==> src/rtl/prio_irq_ctrl.sv <==
module prio_irq_ctrl #(
  parameter logic [7:0]  BASE_ADDR = 8'hEA,
  parameter logic [15:0] VEC_TOP   = 16'hFFE0
) (
  input  logic        clk,
  input  logic        rst_n,
  input  logic [7:0]  reg_addr,
  input  logic [7:0]  reg_wdata,
  input  logic        reg_we,
  output logic [7:0]  reg_rdata,
  input  logic [3:0]  ext_pin,
  input  logic [2:0]  ser_ev,
  input  logic [4:0]  tmr_ev,
  input  logic        adc_ev,
  input  logic        wdt_ev,
  input  logic        wt_ev,
  input  logic        bit_ev,
  input  logic        gie_set,
  input  logic        gie_clr,
  input  logic        reti,
  input  logic        irq_ack,
  output logic        irq_req,
  output logic [15:0] irq_vec,
  output logic        gie,
  output logic        wake
);
  localparam int NS = 15;
  localparam int NX = 4;
  localparam int NH = 7;
  localparam int IW = $clog2(NS);
  localparam logic [7:0] A_ENH = BASE_ADDR;
  localparam logic [7:0] A_ENL = BASE_ADDR + 8'd1;
  localparam logic [7:0] A_RQH = BASE_ADDR + 8'd2;
  localparam logic [7:0] A_RQL = BASE_ADDR + 8'd3;
  localparam logic [7:0] A_EDG = BASE_ADDR + 8'd4;
  localparam logic [7:0] A_TEV = BASE_ADDR + 8'd5;

  logic [NS-1:0] pend, en, set_ev, keep, ack_clr, cand;
  logic [NX-1:0] edge_rise, pin_q, ext_ev;
  logic [1:0]    tsrc;
  logic          gie_q, req_q, take;
  logic [IW-1:0] idx_q, win;

  wire wr_enh = reg_we && reg_addr == A_ENH;
  wire wr_enl = reg_we && reg_addr == A_ENL;
  wire wr_rqh = reg_we && reg_addr == A_RQH;
  wire wr_rql = reg_we && reg_addr == A_RQL;
  wire wr_edg = reg_we && reg_addr == A_EDG;
  wire wr_tev = reg_we && reg_addr == A_TEV;

  genvar g;
  generate
    for (g = 0; g < NX; g++) begin : g_edge
      assign ext_ev[g] = edge_rise[g] ? (ext_pin[g] & ~pin_q[g]) : (~ext_pin[g] & pin_q[g]);
    end
  endgenerate

  assign set_ev = {bit_ev, wdt_ev | wt_ev, adc_ev, tmr_ev, ser_ev, ext_ev};
  assign cand   = pend & en;
  assign take   = req_q & irq_ack;

  always_comb begin
    keep = '1;
    if (wr_rqh) keep[NH-1:0]  = reg_wdata[NH-1:0];
    if (wr_rql) keep[NS-1:NH] = reg_wdata;
    ack_clr = '0;
    if (take && idx_q < IW'(NX)) ack_clr[idx_q] = 1'b1;
  end

  always_comb begin
    win = '0;
    for (int i = NS - 1; i >= 0; i--)
      if (cand[i]) win = IW'(i);
  end

  always_ff @(posedge clk) begin
    if (!rst_n) begin
      pend      <= '0;
      en        <= '0;
      edge_rise <= '0;
      pin_q     <= '0;
      tsrc      <= '0;
      gie_q     <= 1'b0;
      req_q     <= 1'b0;
      idx_q     <= '0;
    end else begin
      pend  <= (pend & keep & ~ack_clr) | set_ev;
      pin_q <= ext_pin;
      if (wr_enh) en[NH-1:0]  <= reg_wdata[NH-1:0];
      if (wr_enl) en[NS-1:NH] <= reg_wdata;
      if (wr_edg) edge_rise   <= reg_wdata[NX-1:0];
      tsrc <= (tsrc & (wr_tev ? reg_wdata[1:0] : 2'b11)) | {wt_ev, wdt_ev};
      if (req_q) begin
        if (irq_ack) req_q <= 1'b0;
      end else if (gie_q && |cand) begin
        req_q <= 1'b1;
        idx_q <= win;
      end
      if (take)                gie_q <= 1'b0;
      else if (gie_clr)        gie_q <= 1'b0;
      else if (gie_set || reti) gie_q <= 1'b1;
    end
  end

  always_comb begin
    case (reg_addr)
      A_ENH:   reg_rdata = {1'b0, en[NH-1:0]};
      A_ENL:   reg_rdata = en[NS-1:NH];
      A_RQH:   reg_rdata = {1'b0, pend[NH-1:0]};
      A_RQL:   reg_rdata = pend[NS-1:NH];
      A_EDG:   reg_rdata = {4'b0, edge_rise};
      A_TEV:   reg_rdata = {6'b0, tsrc};
      default: reg_rdata = 8'h00;
    endcase
  end

  assign irq_req = req_q;
  assign irq_vec = VEC_TOP - {{(15 - IW){1'b0}}, idx_q, 1'b0};
  assign gie     = gie_q;
  assign wake    = |cand;


  vec_hold_chk: assert property (@(posedge clk) disable iff (!rst_n)
    irq_req && !irq_ack |=> irq_req && $stable(irq_vec));

  ack_drop_chk: assert property (@(posedge clk) disable iff (!rst_n)
    irq_req && irq_ack |=> !gie && !irq_req);

  gie_gate_chk: assert property (@(posedge clk) disable iff (!rst_n)
    !irq_req && !gie |=> !irq_req);

  ext_clr_chk: assert property (@(posedge clk) disable iff (!rst_n)
    take && idx_q < IW'(NX) && !set_ev[idx_q] |=> !pend[$past(idx_q)]);

  set_wins_chk: assert property (@(posedge clk) disable iff (!rst_n)
    set_ev != '0 |=> (pend & $past(set_ev)) == $past(set_ev));
endmodule

==> config.mk <==
export PLATFORM = sky130hd
export DESIGN_NAME = prio_irq_ctrl
export DESIGN_NICKNAME = d
export VERILOG_FILES = /design/src/rtl/prio_irq_ctrl.sv
export SDC_FILE = /design/constraint.sdc
export NUM_CORES = 1
export LEC_CHECK = 0
export BUFFER_PORTS_ARGS = -buffer_cell sky130_fd_sc_hd__buf_4
export CAP_MARGIN = 20
export CORE_ASPECT_RATIO = 1.1
export CORE_MARGIN = 10
export CORE_UTILIZATION = 55
export DETAILED_ROUTE_END_ITERATION = 8
export PLACE_DENSITY = 0.82
export SETUP_SLACK_MARGIN = 0.15
export SLEW_MARGIN = 20
export SYNTH_ARGS = -nofsm -noshare
export SYNTH_HDL_FRONTEND = slang
export SYNTH_SLANG_ARGS = --single-unit
==> constraint.sdc <==
create_clock -name clk -period 4.3 [get_ports clk]
set_input_delay 0.43 -clock clk [delete_from_list [all_inputs] [get_ports clk]]
set_output_delay 0.43 -clock clk [all_outputs]
set_load 0.005 [all_outputs]
==> summary.txt <==
Outcome
  – Status: finished, final reports clean

Synthesis
  – Mapped Cells: 281
  – FFs w/ async S/R, synth: 0
  – Post-synthesis sequential area ratio: 0.353
  – Yosys top cell area share: 0.353
  – YS warnings: 0
  – Yosys top cell by area: dfxtp_1
  – Synth Flop Type: dfxtp_1
  – Post-synthesis register bit count: 46
  – Most common cell in the synthesized netlist: dfxtp_1
  – Distinct cells, synth: 49
  – Most instantiated cells after synthesis: dfxtp_1 (46), mux2i_1 (26), nor2b_1 (26)
  – Number of synthesized flops with an enable pin: 0
  – Syn Area/Cell: approximately 9.3 sq um
  – Dominant cells by area after synthesis: dfxtp_1 (35%), mux2i_1 (10%), nor2b_1 (6.2%)
  – Cell Area, Synth: 2610 sq um

Global route
  – GRT overflow: 0
  – Initial antenna violation count: 0
  – First-pass GRT wire length: 11100 um
  – Largest net degree at the start of global routing: 48
  – Vias in the first global route: 2302
  – GRT Total Usage: 0.169

Floorplan
  – Starting Density: 0.565
  – Core area: 4620 sq um
  – Cell Rows: 26
  – I/O pin cnt: 66
  – Die width: 85.7 um
  – Die footprint: 7910 sq um
  – Die Span Y: 92.3 um

Placement
  – Last weighted congestion value of the routability-driven placer: 0.933
  – DP Area: just under 3000 sq um
  – Port Buffers: 54
  – Setup Slack @ Placement: 2210 ps
  – HPWL after DPL: approximately 5400 um

CTS
  – Postcts setup bufs: 0
  – Number of buffers created by CTS: 5
  – CTS Hold Buffers Added: 0
  – CTS HTree Levels: 2
  – Worst-path clk slew: 80 ps
  – TritonCTS clock tree: built
  – Clk buf depth: 2
  – Clk_lat worst skew: 300 ps
  – Num Clock Sinks: 46
  – Root Buffer: clkbuf_8
  – Post-cts sizing count: 0

Timing
  – Final Cycle Share: 0.497
  – Setup violators final: 0
  – FMAX: 0.468 GHz
  – Final slew viol count: 0
  – WHS: around 270 ps
  – RSZ-0062 raised after global routing: false
  – Worst Clk Skew: 7.14 ps
  – Final TNS setup: 0 ps
  – Hold Vio Cnt, Final: 0
  – Fin worst setup slack: 2160 ps
  – Minimum clock period: 2140 ps

Drt
  – DRC: 0
  – Avg WL per Cell: between 15 and 20 um
  – Initial DRC count: 137
  – TritonRoute pass-1 iters: 4
  – Via count: about 2.3k
  – WL final: between 6000 and 7000 um
  – Post-DR vias/cell: a little under 6
  – Routed Antenna Nets: 0

Worst setup path
  – Setup crit end kind: primary output
  – R2R Setup Slk: between 2000 and 3000 ps
  – Worst R2R End: idx_q[0]
  – CP arrival: 1710 ps
  – Max Fanout on Critical Path: 9
  – Worst reg-to-reg path cell count: 5
  – Crit Path Class: in -> out
  – Critical path launch point type: input port
  – R2R Path Start: pend[14]
  – WP data required: 3870 ps

Worst hold path
  – Hold Crit Class: in -> reg
  – Min-Delay Path Depth: 2
  – Worst hold start: gie_clr
  – Hold Path End: gie

Final layout
  – Nets: 372
  – Share of post-route cells with drive strength above 1: 0.222
  – Number of antenna diodes: 0
  – Post-Layout Inst Area: 3050 sq um
  – Area growth syn-to-layout: 16.7%

Flow run
  – Max-Cap Viols: 0

Power
  – Worst IR Drop VDD: 0.160 mV
  – Lkg Pwr: between 1 and 1.5 nW
  – Power per cell area: 262 nW/um^2
registers in the layout, indices dropped and copies added (netlist names):
signal / cells
gie: 1
edge_rise: 4
irq_req: 1
pend: 15
pin_q: 4
idx_q: 4
tsrc: 2
en: 15
cell type report:
| cell class | instances | area (sq um) |
|---|---|---|
| clock inverters | 1 | 7.51 |
| fillers | 408 | 1570 |
| well taps | 56 | 70.1 |
| repair buffers | 54 | 405 |
| multi-input cells | 217 | 1550 |
| inverters | 5 | 18.8 |
| clock buffers | 6 | 72.6 |
| flip-flops and latches | 46 | 921 |
where the power goes:
group	switching [W]	internal (W)	total, W	leakage [nW]
clock network	0.000142	0.000112	0.000253	0.0373
logic	0.0000413	0.0000485	0.0000898	0.895
registers	0.0000156	0.000439	0.000455	0.377
total	0.000199	0.000599	0.000798	1.31
worst max-delay path by stage:
stage	start	endpoint	slack [ps]	depth (start not counted)
after floorplan	reg_addr[4]	reg_rdata[3]	2550	5
after global routing	reg_addr[4]	reg_rdata[1]	2040	6
after global placement	reg_addr[4]	reg_rdata[1]	2230	6
after detailed placement	reg_addr[4]	reg_rdata[1]	2210	6
final	reg_addr[4]	reg_rdata[1]	2160	6
after CTS	reg_addr[4]	reg_rdata[1]	2190	6
cell usage in the layout, fill, tap and decap left out, types with 2 or more instances in the layout:
master	count
conb_1	11
and4_1	4
o21ai_0	13
nand2_1	21
o31a_1	2
nand3_1	8
a32oi_1	2
a22oi_1	12
nor3b_1	5
dfxtp_1	46
o21a_1	16
buf_4	54
nor3_1	3
nor2_1	5
mux2i_1	26
a222oi_1	2
o211ai_1	5
ha_1	4
a22o_1	2
and2_1	4
nor2b_1	26
a21oi_1	8
inv_1	5
mux2_2	3
a21boi_0	10
xnor2_1	2
clkbuf_8	5
nand2b_1	5
kinds of logic (layout without fill, tap and decap cells):
| group | Yosys count | count (layout) | synth area share |
|---|---|---|---|
| XOR/XNOR | 2 | 2 | 0.00671 |
| adder cells (fa/ha/maj) | 4 | 4 | 0.0192 |
| AND/OR/NAND/NOR | 89 | 89 | 0.206 |
| other | 2 | 11 | 0.00288 |
| multiplexers | 30 | 30 | 0.121 |
| buffers and inverters | 27 | 66 | 0.0656 |
| AO/OA/AOI/OAI | 81 | 81 | 0.226 |
| flip-flops | 46 | 46 | 0.353 |
per-stage QoR:
| step | utilization | cells | power (W) |
|---|---|---|---|
| finish | 0.660 | 385 | 0.000798 |
| CTS | 0.660 | 385 | 0.000804 |
| floorplan | - | 290 | 0.000516 |
| global route | 0.660 | 385 | 0.000831 |
| detailed placement | 0.642 | 378 | 0.000553 |
| global placement | 0.642 | 378 | 0.000551 |
critical path: stages:
cell     delay, ps
buf_4          100
and4b_1        290
and2_4         250
nand2_1        170
o21ai_0        290
buf_4          170
layer usage:
layer | part of all wire | vias up | global-route usage
met5 | 0 | - | 0
met4 | 0.017 | 0 | 0.0755
met3 | 0.059 | 12 | 0.0460
met2 | 0.49 | 83 | 0.273
met1 | 0.43 | 1060 | 0.204
li1 | - | 1098 | -
No activity file was read; power rests on OpenSTA's default activity.
